**config.mk**
```make
export PLATFORM = sky130hd
export DESIGN_NAME = pcm_serial_tx
export DESIGN_NICKNAME = d
export VERILOG_FILES = /design/src/rtl/stx_pkg.sv /design/src/rtl/stx_clkgen.sv /design/src/rtl/stx_inbuf.sv /design/src/rtl/stx_engine.sv /design/src/rtl/pcm_serial_tx.sv
export SDC_FILE = /design/constraint.sdc
export NUM_CORES = 1
export LEC_CHECK = 0
export CAP_MARGIN = 20
export CORE_MARGIN = 4
export CORE_UTILIZATION = 50
export CTS_BUF_LIST = sky130_fd_sc_hd__clkbuf_4
export CTS_CLUSTER_DIAMETER = 30
export DETAILED_ROUTE_END_ITERATION = 8
export GPL_TIMING_DRIVEN = 0
export PLACE_DENSITY = 0.71
export SYNTH_ARGS = -nofsm -noshare
export SYNTH_HDL_FRONTEND = slang
export SYNTH_SLANG_ARGS = --single-unit
```
**constraint.sdc**
```tcl
create_clock -name clk -period 2.7 [get_ports clk]
set_input_delay 0.54 -clock clk [delete_from_list [all_inputs] [get_ports clk]]
set_output_delay 0.54 -clock clk [all_outputs]
set_load 0.005 [all_outputs]
```
**src/rtl/stx_pkg.sv**
```systemverilog
package stx_pkg;
    typedef enum logic [1:0] {
        ST_WAIT  = 2'd0,
        ST_GAP   = 2'd1,
        ST_SHIFT = 2'd2,
        ST_PAD   = 2'd3
    } stx_state_t;
endpackage

```
**src/rtl/stx_clkgen.sv**
```systemverilog
// Bit/frame clock front end: generates clocks in master mode, synchronizes
// external ones in slave mode; emits one fall event per bit period and the
// channel (1 = right) of the bit period that the event opens.
module stx_clkgen #(
    parameter int SLOT_BITS   = 32,
    parameter int DIV_W       = 3,
    parameter int SYNC_STAGES = 2
) (
    input  logic             clk,
    input  logic             rst_n,
    input  logic             master_en,
    input  logic             fmt_i2s,
    input  logic [DIV_W-1:0] div_sel,
    input  logic             bclk_in,
    input  logic             lrclk_in,
    output logic             fall_evt,
    output logic             right_nxt,
    output logic             bclk_out,
    output logic             lrclk_out
);
    localparam int POS_W = $clog2(2 * SLOT_BITS);

    logic [DIV_W-1:0]       div_cnt;
    logic                   bck_q;
    logic [POS_W-1:0]       bitpos;
    logic [POS_W-1:0]       pos_nxt;
    logic                   tick;
    logic [SYNC_STAGES-1:0] bsync;
    logic [SYNC_STAGES-1:0] lsync;
    logic                   b_d;
    logic                   m_right;

    assign tick    = (div_cnt == div_sel);
    assign pos_nxt = bitpos + POS_W'(1);
    assign m_right = bitpos[POS_W-1];

    // master divider: bitpos starts at the end of the left half
    always_ff @(posedge clk or negedge rst_n) begin
        if (!rst_n) begin
            div_cnt <= '0;
            bck_q   <= 1'b0;
            bitpos  <= POS_W'(SLOT_BITS - 1);
        end else if (master_en) begin
            if (tick) begin
                div_cnt <= '0;
                bck_q   <= ~bck_q;
                if (bck_q) begin
                    bitpos <= pos_nxt;
                end
            end else begin
                div_cnt <= div_cnt + DIV_W'(1);
            end
        end
    end

    // slave synchronizers
    always_ff @(posedge clk or negedge rst_n) begin
        if (!rst_n) begin
            bsync <= '0;
            lsync <= '0;
            b_d   <= 1'b0;
        end else begin
            bsync <= {bsync[SYNC_STAGES-2:0], bclk_in};
            lsync <= {lsync[SYNC_STAGES-2:0], lrclk_in};
            b_d   <= bsync[SYNC_STAGES-1];
        end
    end

    always_comb begin
        if (master_en) begin
            fall_evt  = tick & bck_q;
            right_nxt = pos_nxt[POS_W-1];
        end else begin
            fall_evt  = b_d & ~bsync[SYNC_STAGES-1];
            right_nxt = fmt_i2s ? lsync[SYNC_STAGES-1] : ~lsync[SYNC_STAGES-1];
        end
    end

    assign bclk_out  = master_en & bck_q;
    assign lrclk_out = master_en & (fmt_i2s ? m_right : ~m_right);
endmodule

```
**src/rtl/stx_inbuf.sv**
```systemverilog
// One-pair holding register between the handshake and the engine.
module stx_inbuf #(
    parameter int WORD_W = 24
) (
    input  logic              clk,
    input  logic              rst_n,
    input  logic              smp_valid,
    input  logic [WORD_W-1:0] left_data,
    input  logic [WORD_W-1:0] right_data,
    input  logic              take,
    output logic              smp_ready,
    output logic              buf_full,
    output logic [WORD_W-1:0] buf_l,
    output logic [WORD_W-1:0] buf_r
);
    always_ff @(posedge clk or negedge rst_n) begin
        if (!rst_n) begin
            buf_full <= 1'b0;
            buf_l    <= '0;
            buf_r    <= '0;
        end else if (smp_valid && !buf_full) begin
            buf_full <= 1'b1;
            buf_l    <= left_data;
            buf_r    <= right_data;
        end else if (take) begin
            buf_full <= 1'b0;
        end
    end

    assign smp_ready = ~buf_full;
endmodule

```
**src/rtl/stx_engine.sv**
```systemverilog
// Framing state machine, advanced once per falling bit-clock event.
module stx_engine
    import stx_pkg::*;
#(
    parameter int WORD_W = 24
) (
    input  logic              clk,
    input  logic              rst_n,
    input  logic              fall_evt,
    input  logic              right_nxt,
    input  logic              fmt_i2s,
    input  logic              mute,
    input  logic              buf_full,
    input  logic [WORD_W-1:0] buf_l,
    input  logic [WORD_W-1:0] buf_r,
    output logic              take,
    output logic              sdout
);
    localparam int CNT_W = $clog2(WORD_W + 1);

    stx_state_t        state, state_nxt;
    logic              right_prev;
    logic              start;
    logic              use_buf;
    logic [WORD_W-1:0] load_word;
    logic [WORD_W-1:0] r_word;
    logic [WORD_W-1:0] sreg;
    logic [CNT_W-1:0]  cnt;

    assign start   = fall_evt && (right_nxt != right_prev)
                     && ((state != ST_WAIT) || !right_nxt);
    assign use_buf = buf_full && !mute;
    assign take    = start && !right_nxt;

    always_comb begin
        if (right_nxt) begin
            load_word = r_word;
        end else begin
            load_word = use_buf ? buf_l : '0;
        end
    end

    always_comb begin
        state_nxt = state;
        if (start) begin
            state_nxt = fmt_i2s ? ST_GAP : ST_SHIFT;
        end else if (fall_evt) begin
            unique case (state)
                ST_WAIT:  state_nxt = ST_WAIT;
                ST_GAP:   state_nxt = ST_SHIFT;
                ST_SHIFT: state_nxt = (cnt == CNT_W'(WORD_W)) ? ST_PAD : ST_SHIFT;
                ST_PAD:   state_nxt = ST_PAD;
            endcase
        end
    end

    always_ff @(posedge clk or negedge rst_n) begin
        if (!rst_n) begin
            state <= ST_WAIT;
        end else begin
            state <= state_nxt;
        end
    end

    always_ff @(posedge clk or negedge rst_n) begin
        if (!rst_n) begin
            right_prev <= 1'b0;
            r_word     <= '0;
            sreg       <= '0;
            cnt        <= '0;
            sdout      <= 1'b0;
        end else if (fall_evt) begin
            right_prev <= right_nxt;
            if (start) begin
                if (!right_nxt) begin
                    r_word <= use_buf ? buf_r : '0;
                end
                if (fmt_i2s) begin
                    sreg  <= load_word;
                    cnt   <= '0;
                    sdout <= 1'b0;
                end else begin
                    sreg  <= {load_word[WORD_W-2:0], 1'b0};
                    cnt   <= CNT_W'(1);
                    sdout <= load_word[WORD_W-1];
                end
            end else begin
                unique case (state)
                    ST_GAP: begin
                        sdout <= sreg[WORD_W-1];
                        sreg  <= {sreg[WORD_W-2:0], 1'b0};
                        cnt   <= CNT_W'(1);
                    end
                    ST_SHIFT: begin
                        if (cnt == CNT_W'(WORD_W)) begin
                            sdout <= 1'b0;
                        end else begin
                            sdout <= sreg[WORD_W-1];
                            sreg  <= {sreg[WORD_W-2:0], 1'b0};
                            cnt   <= cnt + CNT_W'(1);
                        end
                    end
                    ST_WAIT, ST_PAD: sdout <= 1'b0;
                endcase
            end
        end
    end
endmodule

```
**src/rtl/pcm_serial_tx.sv**
```systemverilog
module pcm_serial_tx #(
    parameter int WORD_W    = 24,
    parameter int SLOT_BITS = 32,
    parameter int DIV_W     = 3
) (
    input  logic              clk,
    input  logic              rst_n,
    input  logic              master_en,
    input  logic              fmt_i2s,
    input  logic [DIV_W-1:0]  div_sel,
    input  logic              mute,
    input  logic              smp_valid,
    output logic              smp_ready,
    input  logic [WORD_W-1:0] left_data,
    input  logic [WORD_W-1:0] right_data,
    input  logic              bclk_in,
    input  logic              lrclk_in,
    output logic              bclk_out,
    output logic              lrclk_out,
    output logic              sdout
);
    logic              fall_evt;
    logic              right_nxt;
    logic              take;
    logic              buf_full;
    logic [WORD_W-1:0] buf_l;
    logic [WORD_W-1:0] buf_r;

    stx_clkgen #(.SLOT_BITS(SLOT_BITS), .DIV_W(DIV_W), .SYNC_STAGES(2)) u_clkgen (
        .clk       (clk),
        .rst_n     (rst_n),
        .master_en (master_en),
        .fmt_i2s   (fmt_i2s),
        .div_sel   (div_sel),
        .bclk_in   (bclk_in),
        .lrclk_in  (lrclk_in),
        .fall_evt  (fall_evt),
        .right_nxt (right_nxt),
        .bclk_out  (bclk_out),
        .lrclk_out (lrclk_out)
    );

    stx_inbuf #(.WORD_W(WORD_W)) u_inbuf (
        .clk        (clk),
        .rst_n      (rst_n),
        .smp_valid  (smp_valid),
        .left_data  (left_data),
        .right_data (right_data),
        .take       (take),
        .smp_ready  (smp_ready),
        .buf_full   (buf_full),
        .buf_l      (buf_l),
        .buf_r      (buf_r)
    );

    stx_engine #(.WORD_W(WORD_W)) u_engine (
        .clk       (clk),
        .rst_n     (rst_n),
        .fall_evt  (fall_evt),
        .right_nxt (right_nxt),
        .fmt_i2s   (fmt_i2s),
        .mute      (mute),
        .buf_full  (buf_full),
        .buf_l     (buf_l),
        .buf_r     (buf_r),
        .take      (take),
        .sdout     (sdout)
    );
endmodule

```
Yosys cells after proc, flatten, opt, wreduce, memory -nomap -nowiden:

Cells that the tools add are included.

* register bits after elaboration: 121
* bits of input ports: 59
* output and inout port bits: 4
* logic and storage cells: 81

* add/subtract/negate cells: 3
* eq/ne operators: 7
* mux-type cells: 27
* bitwise logic cells: 10
* reductions and logical operators: 19

Operator list (number)
* 2-to-1 mux 24 bit: 6
* one-hot mux 24 bit (2 select lines): 1
* 2-to-1 mux 1 bit: 11
* 2-to-1 mux 5 bit: 2
* one-hot mux 5 bit (2 select lines): 1
* AND reduction 3 bit: 3
* one-hot mux 2 bit (4 select lines): 1
* adder 6 x 1 -> 6 bit (second input constant): 1
* 2-to-1 mux 2 bit: 3
* NOT 1 bit: 6
* nonzero test 2 bit: 3
* adder 5 x 1 -> 5 bit (second input constant): 1
* equality test 5 bit (second input constant): 1
* logical AND 1 bit: 5
* bitwise AND 1 bit: 4
* equality test 2 bit (second input constant): 2
* adder 3 x 1 -> 3 bit (second input constant): 1
* equality test 3 bit: 1
* zero test 1 bit: 3
* 2-to-1 mux 3 bit: 1
* inequality test 3 x 2 -> 1 bit (second input constant): 1
* one-hot mux 1 bit (3 select lines): 1
* nonzero test 3 bit: 1
* equality test 2 x 1 -> 1 bit (second input constant): 1
* 5 further kinds: 5

Logic depth before layout (Yosys ltp):

Gate-level depths: netlist (run 1).

* word-level depth: 9
* gate-level depth with buffers: 8
* gate-level depth less buffers: 7

Hierarchy:

Synthesis (run 1) repeated with hierarchy kept, for this count alone.

* cell total of the unflattened synthesis: 516
* area, all modules: 5953.2 um2

By module, submodules not included
* stx_engine: times used 1, cells each 356, area each 3402.0 um2, sequential area each 1426.4 um2
* stx_inbuf: times used 1, cells each 105, area each 1874.3 um2, sequential area each 1226.2 um2
* stx_clkgen: times used 1, cells each 55, area each 676.9 um2, sequential area each 381.6 um2

Worst setup path before layout (run 1):

Ideal clock, no wire load.

* path kind: input -> output
* start: in fmt_i2s
* end: out lrclk_out
* arrival: 1563 ps
* data required time: 2160 ps
* setup slack: 597 ps
* cell stages on the path: 5
* path buffers: 3
* path through: buf_2 clkbuf_1 clkbuf_1 xnor2_1 and2_1

* cells in the longest elaborated chain, start to end: 2

RTL lines
* start: declaration: line pcm_serial_tx.sv:9 `input logic fmt_i2s,`
* 2-to-1 mux 1 bit: line stx_clkgen.sv:80 `assign lrclk_out = master_en & (fmt_i2s ? m_right : ~m_right);`
* bitwise AND 1 bit: line stx_clkgen.sv:80
* end: declaration: line pcm_serial_tx.sv:19 `output logic lrclk_out,`

Every way passes these cells.

Worst setup path after layout (run 1):

* start: in master_en
* end: out lrclk_out

* cells in the longest elaborated chain, start to end: 1

RTL lines
* start: declaration: line pcm_serial_tx.sv:8 `input logic master_en,`
* bitwise AND 1 bit: line stx_clkgen.sv:80

Every way passes these cells.

==> results.json, run 1 <==
{
  "via_per_inst": 5.70,
  "grt_use_met2_pct": 33.4,
  "p_total_uw": 7500,
  "max_slew.worst_pin.slew_ns": 0.707,
  "ant_nets": 0,
  "grt_pass1_wl_um": 24800,
  "cp_common_cell": "clkdlybuf4s50_1",
  "hold_viol": 0,
  "synth_top_flop_cell": "dfrtp_1",
  "gp_congestion": 0.865,
  "drc_errors": 0,
  "crit_chain": "clkdlybuf4s50_1, clkbuf_2, and2_1, clkdlybuf4s50_1",
  "wirelength_um": 14800,
  "startpoint_type": "input port",
  "grtUsageTotal_pct": 21.6,
  "slowest_delay_ns": 0.60,
  "die_area_sq_um": 14500,
  "synth_fp_nets": 666,
  "cts_post_setup_buffers_inserted": 0,
  "end_kind": "output pin",
  "ctsLongestPathBuffers": 2,
  "cts.clk_slew.worst_paths_ns": 0.11,
  "fin_skew_ns": 0.0165,
  "use_met1_pct": 30.7,
  "firstDrtPassIters": 5,
  "hold_path_class": "reg -> reg",
  "cp_slowest_cell": "clkdlybuf4s50_1",
  "rsz0062_at_grt": "false",
  "synth_top_area_share_pct": 45.8,
  "cts_inserted_buffers": 17,
  "place_area_sq_um": 7180,
  "slew_headroom_pct": 52.9,
  "power.leakage_uw": 0.00314,
  "synth_common_cells": "dfrtp_1 (116), nand2_1 (70), mux2_2 (69)",
  "synthesis.area_sq_um": 6330,
  "synth_edf_count": 0,
  "avgSynthCellArea_sq_um": 10.6,
  "synth_most_common_cell": "dfrtp_1",
  "h-tree-depth": 4,
  "crit_fanout": 10,
  "core_area_sq_um": 12200,
  "grt_overflow": 0,
  "fmax_ghz": 0.387,
  "root_buffer": "clkbuf_4",
  "antenna_cells": 0,
  "seq_area_frac_synth_pct": 47.9,
  "setup_viol": 0,
  "syn-instance-count": 598,
  "fin_crit_sh_pct": 95.8,
  "yosys_warnings": 0,
  "drt_iter0_markers": 366,
  "io_pins": 63,
  "synth_seq_cells": 121,
  "grt_start_max_net_pins": 88,
  "outcome": "finished clean",
  "areaGrowthSynthToFinish_pct": 18.4,
  "vias": 4904,
  "power_density_nw_per_um2": 1000,
  "netlist_top_cells_area": "dfrtp_1 (46%), mux2_2 (12%), nand2_1 (4.1%)",
  "rows": 40,
  "die_width_um": 121,
  "clk_latency_ns": 0.55,
  "crit_type": "in -> out",
  "async_flop_share_pct": 100,
  "vdd_ir_drop_max_uv": 673,
  "top_usage_layer": "met2",
  "final_nets": 747,
  "cts_tree": "yes",
  "met3_usage_pct": 4.82,
  "drv_slew": 0,
  "initial_core_util_pct": 51.9,
  "design_area_sq_um": 7500,
  "die_h_um": 121,
  "drv_cap": 0,
  "antenna_found_initial": 0,
  "dp_hpwl_um": 11000,
  "synth.distinct_cells": 67,
  "grt_pass1_vias": 5009,
  "cp.required_ns": 2.16,
  "drive_gt1_share_pct": 21.5,
  "synth.largest_area_cell": "dfrtp_1",
  "cts.sinks": 121,
  "wl_per_cell_um": 17.2,
  "fin_crit_ns": 2.59,
  "numPortBuffers": 61,
  "arrival_ns": 2.05
}
[final cells by class]
cell class	count	area, sq um
multi-input cells	401	2970
flip-flops and latches	121	3030
clock buffers	18	135
fillers	1087	4710
repair buffers	63	649
plain buffers	45	218
inverters	30	113
well taps	168	210
clock inverters	14	174
[placed cells by master, fill, tap and decap left out, types with 5 or more instances in the layout]
cell and n:
buf_4 6, nor2_1 12, mux2_2 69, a221oi_1 9, mux2i_1 21, a21oi_1 25
xnor2_1 6, dfrtp_1 116, clkbuf_1 21, nand2_1 70, inv_1 30, a31oi_1 38
ha_1 9, buf_2 12, xor2_1 5, dfstp_2 5, clkdlybuf4s50_1 60, o21ai_0 28
a221oi_2 9, o21ai_1 11, clkbuf_4 18, nand3_1 10, clkinv_4 6
[path summary, 6_finish.rpt]
| kind | end | slack (ns) | depth (start not counted) | start |
|---|---|---|---|---|
| min in group asynchronous | u_clkgen.div_cnt[2]$_DFFE_PN0P_ | 0.44 | 2 | rst_n |
| hold reg to reg | u_clkgen.bsync[1]$_DFF_PN0_ | 0.36 | 0 | u_clkgen.bsync[0]$_DFF_PN0_ |
| setup / recovery | lrclk_out | 0.11 | 4 | master_en |
| setup reg to reg | u_engine.sreg[20]$_DFFE_PN0P_ | 0.20 | 8 | u_engine.cnt[0]$_DFFE_PN0P_ |
| hold / removal | u_clkgen.bsync[1]$_DFF_PN0_ | 0.36 | 0 | u_clkgen.bsync[0]$_DFF_PN0_ |
| max in group asynchronous | u_inbuf.buf_l[10]$_DFFE_PN0P_ | 1.51 | 3 | rst_n |
[power by group]
group | switching, uW | total, uW | internal [uW]
Combinational | 1400 | 2770 | 1360
Clock | 726 | 1390 | 659
Sequential | 674 | 3350 | 2680
[registers in the layout, indices dropped and copies added, names as in the netlist, 2 cells and up]
name,count
u_engine.state,2
u_clkgen.lsync,2
u_inbuf.buf_l,24
u_clkgen.bsync,2
u_engine.cnt,5
u_inbuf.buf_r,24
u_engine.r_word,24
u_clkgen.div_cnt,3
u_engine.sreg,24
u_clkgen.bitpos,6
[repair_timing]
| action | 4_1_cts | 5_1_grt |
|---|---|---|
| hold endpoints to repair | 29 | 0 |
| resized for setup | 2 | 0 |
| hold buffers | 1 | 0 |
| setup endpoints to repair | 1 | 0 |
[cell families (layout without fill, tap and decap cells)]
group | Yosys count | in the layout | share of synthesized area [%]
buffers and inverters | 76 | 170 | 5.23
adders and majority gates | 9 | 9 | 1.78
and+or+nand+nor | 132 | 132 | 10.4
muxes | 90 | 90 | 15.6
AOI/OAI and AO/OA | 159 | 159 | 17.6
DFF | 121 | 121 | 47.9
xor gates and xnor gates | 11 | 11 | 1.52
[per-stage QoR]
stage	TNS (ns)	std cells	utilization [%]	hold WS [ns]	worst slack [ns]
final	0	860	61.4	0.359	0.114
after floorplan	0	598	-	0.244	0.597
after global placement	-424.54	827	58.6	0.335	-3.50
after global routing	0	860	61.4	0.369	0.00702
after CTS	0	860	61.4	0.359	0.119
after detailed placement	-12.58	828	58.8	0.335	-0.314
[routing by layer]
layer / wire length, um / share of wire, %
met1: 6910 / 47
met2: 6970 / 47
met3: 748 / 5.1
met4: 173 / 1.2
met5: 0 / 0
[critical path: cells and delay by family]
family	cells	cell delay [ns]
buffers and inverters	3	1.35
AND/OR/NAND/NOR	1	0.15
(Power assumes the default switching activity.)
==> inputs of run 2 (changes only) <==
--- a/config.mk
+++ b/config.mk
@@ -13,6 +13,7 @@
 export DETAILED_ROUTE_END_ITERATION = 8
 export GPL_TIMING_DRIVEN = 0
 export PLACE_DENSITY = 0.71
+export SLEW_MARGIN = 20
 export SYNTH_ARGS = -nofsm -noshare
 export SYNTH_HDL_FRONTEND = slang
 export SYNTH_SLANG_ARGS = --single-unit
==> run 2 against run 1 <==
Sequential share of layout area up 0.16 points. Worst setup slack better by 0.0026 ns. Worst hold slack worse by 0.0016 ns. First-iteration DRC count down 6.6%. Non-clock buffer count unchanged. Core utilization down 0.24 points. Clock skew up 0.0024 ns. Sequential power about the same. Final cell count unchanged. Largest cell class unchanged. Highest routed layer unchanged.
==> results.json, run 2 (same netlist as run 1, synthesis figures left out) <==
{
  "final_nets": 747,
  "grt_overflow": 0,
  "wirelength_um": 14700,
  "antenna_cells": 0,
  "cp.required_ns": 2.16,
  "stdcell_count": 860,
  "power.leakage_uw": 0.00311,
  "crit_chain": "clkdlybuf4s50_1, clkbuf_2, and2_1, clkdlybuf4s50_1",
  "critPathBufInv": 3,
  "die_area_sq_um": 14500,
  "cp_common_cell": "clkdlybuf4s50_1",
  "cts_tree": "yes",
  "drv_cap": 0,
  "numPortBuffers": 61,
  "rows": 40,
  "r2r_slack_ns": 0.17,
  "dp_hpwl_um": 10900,
  "slowest_delay_ns": 0.59,
  "fin_crit_sh_pct": 95.7,
  "outcome": "finished clean",
  "setup_viol": 0,
  "startpoint_type": "input port",
  "cts.sinks": 121,
  "multi_input_area_sq_um": 2970,
  "areaGrowthSynthToFinish_pct": 18.0,
  "arrival_ns": 2.04,
  "final_common_cell": "dfrtp_1",
  "drive_gt1_share_pct": 21.4,
  "ctsLongestPathBuffers": 2,
  "slew_headroom_pct": 54.9,
  "fin_skew_ns": 0.0189,
  "fin_hold_ws_ns": 0.357,
  "dp_cells": 828,
  "antenna_found_initial": 0,
  "ant_nets": 0,
  "hold_viol": 0,
  "vias": 4936,
  "cp_slowest_cell": "clkdlybuf4s50_1",
  "clk_latency_ns": 0.56,
  "max_slew.worst_pin.slew_ns": 0.677,
  "drt_iter0_markers": 342,
  "drc_errors": 0,
  "cts.clk_slew.worst_paths_ns": 0.11,
  "end_kind": "output pin",
  "final_cell_mix": "dfrtp_1 (116), nand2_1 (70), mux2_2 (69), clkdlybuf4s50_1 (60), a31oi_1 (38)",
  "crit_type": "in -> out",
  "crit_fanout": 10,
  "vdd_ir_drop_max_uv": 521,
  "power_density_nw_per_um2": 988,
  "root_buffer": "clkbuf_4",
  "die_h_um": 121,
  "firstDrtPassIters": 7,
  "hold_path_class": "reg -> reg",
  "drv_slew": 0,
  "fmax_ghz": 0.387,
  "initial_core_util_pct": 51.9,
  "grt_pass1_vias": 4968,
  "wl_per_cell_um": 17.1,
  "grt_pass1_wl_um": 24400,
  "gp_congestion": 0.865,
  "fin_crit_ns": 2.58,
  "io_pins": 63,
  "fill_cells": 1083,
  "grt_start_max_net_pins": 84,
  "rsz0062_at_grt": "false",
  "register_area_sq_um": 3030,
  "cp_top_family": "buffers and inverters",
  "grtUsageTotal_pct": 21.4,
  "cts_inserted_buffers": 17,
  "core_area_sq_um": 12200,
  "h-tree-depth": 4,
  "via_per_inst": 5.74,
  "die_width_um": 121
}
run 2: changes by cell type in the layout (fill, tap and decap cells not counted), sizes merged:
cell	delta
clkinv	-1
clkbuf	-1
bufinv	-1
clkinvlp	+3
run 2: per-layer routing:
| layer | vias up | global-route usage [%] | share of wire, % | wire (um) |
|---|---|---|---|---|
| li1 | 2356 | - | - | - |
| met1 | 2416 | 29.7 | 46 | 6730 |
| met2 | 143 | 33.1 | 47 | 6940 |
| met3 | 21 | 5.47 | 5.8 | 861 |
| met4 | 0 | 6.59 | 1.3 | 195 |
| met5 | - | 0 | 0 | 0 |
run 2: worst reg2reg max path, cell delays in order (launching register included):
cell and delay [ns]:
dfrtp_1 0.40, inv_1 0.08, ha_1 0.20, and4b_1 0.25, a21boi_1 0.47, o21ai_2 0.24, nor3_4 0.43, buf_6 0.24
a222oi_1 0.09
run 2: worst paths after layout:
check	start	to	cells after the start
worst min-delay path	u_clkgen.bsync[0]$_DFF_PN0_	u_clkgen.bsync[1]$_DFF_PN0_	0
worst max register to register	u_engine.cnt[0]$_DFFE_PN0P_	u_engine.sreg[20]$_DFFE_PN0P_	8
max in group asynchronous	rst_n	u_engine.sreg[17]$_DFFE_PN0P_	3
min in group asynchronous	rst_n	u_clkgen.div_cnt[0]$_DFFE_PN0P_	2
worst max-delay path	master_en	lrclk_out	4
worst min register to register	u_clkgen.bsync[0]$_DFF_PN0_	u_clkgen.bsync[1]$_DFF_PN0_	0
run 2: area by class of cell:
type | count | area share, %
Clock buffer | 17 | 1.71
Timing Repair Buffer | 63 | 8.69
Inverter | 30 | 1.51
Sequential cell | 121 | 40.6
Tap cell | 168 | 2.81
Buffer | 45 | 2.91
Multi-Input combinational cell | 401 | 39.7
Clock inverter | 15 | 2.04
run 2: metrics by stage:
| step | power, uW | setup WS, ns | setup TNS, ns | util [%] | area [sq um] |
|---|---|---|---|---|---|
| final | 7380 | 0.117 | 0 | 61.2 | 7470 |
| after CTS | 7420 | 0.116 | 0 | 61.2 | 7470 |
| after global placement | 5970 | -3.50 | -424.54 | 58.6 | 7160 |
| after detailed placement | 6140 | -0.345 | -13.58 | 58.8 | 7180 |
| after global routing | 7950 | 0.0153 | 0 | 61.2 | 7470 |
| after floorplan | 5270 | 0.597 | 0 | - | 6330 |
run 2: where the power goes:
| group | switching, uW | internal [uW] | total, uW |
|---|---|---|---|
| sequential | 667 | 2680 | 3340 |
| combinational | 1410 | 1360 | 2780 |
| clock | 717 | 548 | 1260 |
| total | 2800 | 4590 | 7380 |
run 2: repair_timing:
action | in CTS | in global routing
hold buffers | 1 | 0
endpoints found under the hold margin | 33 | 0
buffers inserted | 0 | 0
gates resized for setup | 2 | 0
setup endpoints to repair | 1 | 0
